`src/rtl/bwm_pkg.sv`:
```
package bwm_pkg;
  typedef enum logic [1:0] {
    ST_IDLE = 2'd0,
    ST_BEAT = 2'd1,
    ST_TAIL = 2'd2
  } bwm_state_e;
endpackage

```
`src/rtl/bwm_wait_sync.sv`:
```
// Turns the device wait level into a ready qualifier for the current clock.
module bwm_wait_sync #(
  parameter bit LEAD_SUPPORT = 1'b1
) (
  input  logic clk,
  input  logic rst_n,
  input  logic wait_n,
  input  logic mon_en,
  input  logic lead,
  output logic ready
);
  logic lead_level;

  generate
    if (LEAD_SUPPORT) begin : g_lead
      logic wait_q;
      always_ff @(posedge clk or negedge rst_n) begin
        if (!rst_n) wait_q <= 1'b1;
        else        wait_q <= wait_n;
      end
      assign lead_level = wait_q;
    end else begin : g_nolead
      assign lead_level = wait_n;
    end
  endgenerate

  always_comb begin
    if (!mon_en)   ready = 1'b1;
    else if (lead) ready = lead_level;
    else           ready = wait_n;
  end

  // same-clock mode never reports ready while the device holds wait low
  always_comb begin
    if (rst_n && mon_en && !lead)
      assert_ready_same_clock_R5: assert (!ready || wait_n);
  end
endmodule

```
`src/rtl/bwm_access_timer.sv`:
```
// Counts cycles within one beat's access phase and flags when the beat is due.
module bwm_access_timer #(
  parameter int CNT_W = 6
) (
  input  logic             clk,
  input  logic             rst_n,
  input  logic             clear,
  input  logic             run,
  input  logic [CNT_W-1:0] target,
  output logic             due
);
  logic [CNT_W-1:0] acnt_q, acnt_d;

  always_comb begin
    acnt_d = acnt_q;
    if (clear)                     acnt_d = '0;
    else if (run && acnt_q < target) acnt_d = acnt_q + 1'b1;
  end

  always_ff @(posedge clk or negedge rst_n) begin
    if (!rst_n) acnt_q <= '0;
    else        acnt_q <= acnt_d;
  end

  assign due = (acnt_q >= target);

  // a cleared phase restarts from zero
  assert_phase_restart_R4: assert property (@(posedge clk) disable iff (!rst_n)
    clear |=> (acnt_q == '0));
endmodule

```
`src/rtl/bwm_cycle_counter.sv`:
```
// Access-length counter: freezes while run is low, saturates at the limit.
module bwm_cycle_counter #(
  parameter int CNT_W = 6
) (
  input  logic             clk,
  input  logic             rst_n,
  input  logic             clear,
  input  logic             run,
  input  logic [CNT_W-1:0] limit,
  output logic             reached
);
  logic [CNT_W-1:0] ccnt_q, ccnt_d;

  always_comb begin
    ccnt_d = ccnt_q;
    if (clear)                      ccnt_d = '0;
    else if (run && ccnt_q < limit) ccnt_d = ccnt_q + 1'b1;
  end

  always_ff @(posedge clk or negedge rst_n) begin
    if (!rst_n) ccnt_q <= '0;
    else        ccnt_q <= ccnt_d;
  end

  assign reached = (ccnt_q >= limit);

  // frozen while held off
  assert_freeze_R8: assert property (@(posedge clk) disable iff (!rst_n)
    (!run && !clear) |=> $stable(ccnt_q));
endmodule

```
`src/rtl/burst_wait_monitor.sv`:
```
module burst_wait_monitor #(
  parameter int CNT_W      = 6,
  parameter int MAX_BEATS  = 16,
  parameter bit LEAD_SUPPORT = 1'b1,
  localparam int BEAT_W    = $clog2(MAX_BEATS)
) (
  input  logic              clk,
  input  logic              rst_n,
  input  logic              start,
  input  logic              wait_mon_en,
  input  logic              wait_lead,
  input  logic [CNT_W-1:0]  first_acc,
  input  logic [CNT_W-1:0]  burst_acc,
  input  logic [CNT_W-1:0]  cycle_time,
  input  logic [BEAT_W-1:0] burst_len_m1,
  input  logic              wait_n,
  output logic              busy,
  output logic              capture,
  output logic [BEAT_W-1:0] beat_idx,
  output logic              done
);
  import bwm_pkg::*;

  bwm_state_e state_q, state_d;
  logic [BEAT_W-1:0] beat_q, beat_d;
  logic [CNT_W-1:0]  first_q, burst_q, cyc_q;
  logic [BEAT_W-1:0] len_q;
  logic              en_q, lead_q;

  logic accept, ready, due, last, stall, reached, cc_run;
  logic [CNT_W-1:0] target;

  assign accept = (state_q == ST_IDLE) && start;
  assign target = (beat_q == '0) ? first_q : burst_q;
  assign last   = (beat_q == len_q);

  bwm_wait_sync #(.LEAD_SUPPORT(LEAD_SUPPORT)) u_wait (
    .clk(clk), .rst_n(rst_n), .wait_n(wait_n),
    .mon_en(en_q), .lead(lead_q), .ready(ready)
  );

  bwm_access_timer #(.CNT_W(CNT_W)) u_timer (
    .clk(clk), .rst_n(rst_n), .clear(accept || capture),
    .run(state_q == ST_BEAT), .target(target), .due(due)
  );

  assign capture = (state_q == ST_BEAT) && due && ready;
  assign stall   = (state_q == ST_BEAT) && due && !ready;
  assign cc_run  = ((state_q == ST_BEAT) && !stall) || (state_q == ST_TAIL);

  bwm_cycle_counter #(.CNT_W(CNT_W)) u_cycle (
    .clk(clk), .rst_n(rst_n), .clear(accept),
    .run(cc_run), .limit(cyc_q), .reached(reached)
  );

  assign done = (state_q == ST_TAIL) && reached;

  // next state
  always_comb begin
    state_d = state_q;
    beat_d  = beat_q;
    unique case (state_q)
      ST_IDLE: if (start) begin
        state_d = ST_BEAT;
        beat_d  = '0;
      end
      ST_BEAT: if (capture) begin
        if (last) state_d = ST_TAIL;
        else      beat_d  = beat_q + 1'b1;
      end
      ST_TAIL: if (reached) state_d = ST_IDLE;
      default: state_d = ST_IDLE;
    endcase
  end

  always_ff @(posedge clk or negedge rst_n) begin
    if (!rst_n) begin
      state_q <= ST_IDLE;
      beat_q  <= '0;
    end else begin
      state_q <= state_d;
      beat_q  <= beat_d;
    end
  end

  // configuration latched on acceptance only
  always_ff @(posedge clk or negedge rst_n) begin
    if (!rst_n) begin
      first_q <= '0;
      burst_q <= '0;
      cyc_q   <= '0;
      len_q   <= '0;
      en_q    <= 1'b0;
      lead_q  <= 1'b0;
    end else if (accept) begin
      first_q <= first_acc;
      burst_q <= burst_acc;
      cyc_q   <= cycle_time;
      len_q   <= burst_len_m1;
      en_q    <= wait_mon_en;
      lead_q  <= wait_lead;
    end
  end

  assign busy     = (state_q != ST_IDLE);
  assign beat_idx = beat_q;

  assert_capture_busy_R3: assert property (@(posedge clk) disable iff (!rst_n)
    capture |-> busy);
  assert_lead_sample_R6: assert property (@(posedge clk) disable iff (!rst_n)
    (capture && en_q && lead_q) |-> $past(wait_n));
  assert_beat_bound_R9: assert property (@(posedge clk) disable iff (!rst_n)
    busy |-> (beat_idx <= len_q));
  assert_done_ends_R10: assert property (@(posedge clk) disable iff (!rst_n)
    done |=> !busy);
  assert_no_restart_R2: assert property (@(posedge clk) disable iff (!rst_n)
    (busy && !done) |=> (busy && $stable(len_q)));
endmodule

```
`config.mk`:
```
export PLATFORM = sky130hd
export DESIGN_NAME = burst_wait_monitor
export DESIGN_NICKNAME = d
export VERILOG_FILES = /design/src/rtl/bwm_pkg.sv /design/src/rtl/bwm_wait_sync.sv /design/src/rtl/bwm_access_timer.sv /design/src/rtl/bwm_cycle_counter.sv /design/src/rtl/burst_wait_monitor.sv
export SDC_FILE = /design/constraint.sdc
export NUM_CORES = 1
export LEC_CHECK = 0
export BUFFER_PORTS_ARGS = -buffer_cell sky130_fd_sc_hd__buf_2
export CORE_ASPECT_RATIO = 1.25
export CORE_MARGIN = 4
export CORE_UTILIZATION = 57
export CTS_BUF_LIST = sky130_fd_sc_hd__clkbuf_8
export DETAILED_ROUTE_END_ITERATION = 7
export GPL_TIMING_DRIVEN = 0
export PLACE_DENSITY = 0.8
export SYNTH_ARGS = -nofsm -noshare
export SYNTH_HDL_FRONTEND = slang
export SYNTH_SLANG_ARGS = --single-unit
```
`constraint.sdc`:
```
create_clock -name clk -period 6.9 [get_ports clk]
set_input_delay 0 -clock clk [delete_from_list [all_inputs] [get_ports clk]]
set_output_delay 0 -clock clk [all_outputs]
set_load 0.05 [all_outputs]
```
==> results.py <==
metrics = {
    "run_status": {
        "status": "finished, final reports clean",
    },
    "worst_hold_path": {
        "worstHoldStart": "start",
        "min_path_cells": 4,
        "min_path_type": "input pin to flop",
        "holdPathEnd": "state_q[0]",
    },
    "synthesis": {
        "synth.yosys.seq_area_share_pct": 46.6,
        "yosysTopAreaCell": "dfrtp_1",
        "syn_nets": 289,
        "synthesis.area_sq_mm": 0.00231,
        "ys_ff_latch": 43,
        "synthDistinctLibCells": 42,
        "avgSynthCellArea_sq_um": 9.43,
        "synthTopCellsByCount": "nand2_1 (73), dfrtp_1 (42), ha_1 (16), inv_1 (15), nor2_1 (13)",
        "async_flop_share_pct": 100,
        "synth_edf_count": 0,
        "synth_warnings": 0,
        "synth_top_area_share_pct": 45.5,
        "synth.most_common_cell": "nand2_1",
        "syn_inst": 245,
        "synth_area_leaders": "dfrtp_1 (46%), nand2_1 (12%), ha_1 (8.7%)",
        "synth_top_flop_cell": "dfrtp_1",
    },
    "timing": {
        "rsz0062_at_grt": "false",
        "max_slew.worst_pin.slew_ps": 927,
        "skew_ps": 10.1,
        "finalCriticalPeriod_ps": 3140,
        "clock.fmax_mhz": 318,
        "finalWorstSetupSlack_ps": 3760,
        "setup_viol": 0,
        "slew_headroom_pct": 38.2,
        "setup_tns_ps": 0,
        "hold_viol_final": 0,
        "finalCritPeriodShare_pct": 45.5,
        "finalMaxSlewViolations": 0,
        "worst_hold_slack_ps": 156,
    },
    "grt": {
        "antenna_found_initial": 0,
        "grt_usage_pct": 20.8,
        "grt_pass1_wl_mm": 8.33,
        "grt_pass1_vias": 1931,
        "grt_max_degree": 44,
        "grt.overflow.total": 0,
    },
    "die": {
        "start_util_pct": 60.0,
        "fp.dieH_microns": 79.2,
        "die_area_sq_mm": 0.00514,
        "die_x_microns": 64.9,
        "num_rows": 25,
        "coreArea_sq_mm": 0.00385,
        "io_pins": 35,
    },
    "cts": {
        "tritoncts": "built",
        "insertion_delay_ps": 290,
        "cts_buffers": 5,
        "cts-resized-gates": 0,
        "ctsHtreeMaxLevel": 2,
        "clk_pin_slew_ps": 70,
        "clk_path_buf_depth": 2,
        "cts.sinks": 43,
        "root_buffer": "clkbuf_8",
    },
    "placement": {
        "place_inst": 333,
        "placed_cell_area_sq_mm": 0.00255,
        "place.gp.congestion": 0.826,
        "pre_cts_ws_ps": 3750,
        "place_hpwl_mm": 3.16,
        "portBuffers": 34,
    },
    "layout": {
        "final_core_util_pct": 76.0,
        "area_growth_syn_to_layout_pct": 26.7,
        "nets": 356,
        "instances_no_fill": 367,
        "drive_gt1_share_pct": 18.2,
        "antenna_cells": 0,
        "fillers": 260,
        "design_area_sq_mm": 0.00293,
    },
    "pwr": {
        "p_clk_share_pct": 15.5,
        "seq_power_share_pct": 34.4,
        "p_per_area_mw_per_mm2": 439,
        "power.switching_mw": 0.545,
        "power_mw": 1.28,
        "irDropWorstVdd_uv": 289,
        "switching_share_pct": 42.5,
        "leakage_nw": 1.55,
        "comb_power_share_pct": 50.1,
        "intPower_mw": 0.738,
    },
    "routing": {
        "wirelength_mm": 4.65,
        "ant_nets": 0,
        "vias": 1854,
        "wire_per_inst_microns": 12.7,
        "drt_pre_antenna_iters": 4,
        "drt_iter0_drc": 78,
        "route.detailed.drc": 0,
        "vias_per_cell": 5.05,
    },
    "worst_setup_path": {
        "reg2reg_to": "beat_idx[3]",
        "r2r_cells": 11,
        "timing.rr.start": "beat_idx[0]",
        "worst-endpoint-required_ps": 7080,
        "arrival_ps": 3320,
        "crit_type": "flop to flop",
        "endpoint_kind": "flop",
        "crit_path_start_kind": "flop",
        "worstPathMaxFanout": 6,
        "r2r_slack_ps": 3760,
    },
    "run": {
        "cap_violations": 0,
    },
}
==> placed cells by master, fill, tap and decap left out, types with 2 or more instances in the layout <==
cell,count
nand2_1,73
dfrtp_1,42
buf_2,34
dlygate4sd3_1,26
ha_1,16
inv_1,15
nor2_1,13
mux2i_1,11
o21ai_0,8
nand4_1,6
xor2_1,6
clkbuf_8,6
a21oi_1,5
clkbuf_1,5
nand2b_1,3
a21oi_2,3
nand3_1,3
xnor2_1,3
o21ai_2,2
mux2_2,2
nor3_1,2
and2_1,2
and3_1,2
a22o_1,2
==> registers in the layout, summed over array words and instances (netlist names) <==
signal                cells
cyc_q                     6
len_q                     4
burst_q                   6
u_cycle.ccnt_q            6
en_q                      1
state_q                   2
first_q                   6
beat_idx                  4
lead_q                    1
u_wait.g_lead.wait_q      1
u_timer.acnt_q            6
==> worst max-delay path, cell delays in order, from the launching register on <==
cell      delay (ps)
dfrtp_1          460
inv_1             90
ha_1             130
nor3b_2          510
mux2_2           400
ha_1             260
nand2b_1         150
a21oi_1          210
nor2_1            80
o211a_1          290
and3_1           190
a211o_1          260
==> how the worst max path moves through the flow <==
stage	from	to	slack (ps)	cells after the start
2_1_floorplan	beat_idx[0]	beat_idx[2]	3590	11
3_3_place_gp	beat_idx[0]	beat_idx[3]	3790	11
3_5_place_dp	beat_idx[0]	beat_idx[3]	3750	11
4_1_cts	beat_idx[0]	beat_idx[3]	3740	11
5_1_grt	beat_idx[0]	beat_idx[3]	3600	11
6_report	beat_idx[0]	beat_idx[3]	3760	11
==> metal layers <==
layer / GRT usage (%) / part of all wire, % / up-vias
met5: 0 / 0 / -
li1: - / - / 952
met1: 24.5 / 44 / 868
met2: 36.6 / 51 / 30
met4: 6.98 / 1.3 / 0
met3: 4.95 / 3.5 / 4
==> power groups by stage <==
stage | Combinational (mW) | Sequential (mW) | Clock [mW]
after floorplan | 0.499 | 0.438 | 0
after global placement | 0.612 | 0.440 | 0
after detailed placement | 0.634 | 0.444 | 0
after CTS | 0.647 | 0.439 | 0.204
after global routing | 0.731 | 0.453 | 0.217
final | 0.643 | 0.441 | 0.199
==> cell type report <==
type | instances | area [sq um] | area share, %
plain buffers | 5 | 18.8 | 0.642
repair buffers | 60 | 430 | 14.7
clock inverters | 2 | 35.0 | 1.20
clock buffers | 6 | 82.6 | 2.82
well taps | 54 | 67.6 | 2.31
flip-flops and latches | 43 | 1080 | 36.8
multi-input cells | 182 | 1160 | 39.6
inverters | 15 | 56.3 | 1.92
==> timing repair <==
| item | in CTS | in global routing |
|---|---|---|
| hold endpoints to repair | 67 | 0 |
| hold buffers | 26 | 0 |
| setup endpoints to repair | 0 | 0 |
| setup buffers | 0 | 0 |
==> cell families after synthesis <==
logic type / synth area share (%)
adder cells (fa/ha/maj): 8.67
flip-flops: 46.6
XOR/XNOR: 3.41
AO/OA/AOI/OAI: 9.43
multiplexers: 5.74
AND/OR/NAND/NOR: 22.9
buffers and inverters: 3.25
(Power assumes the default switching activity.)
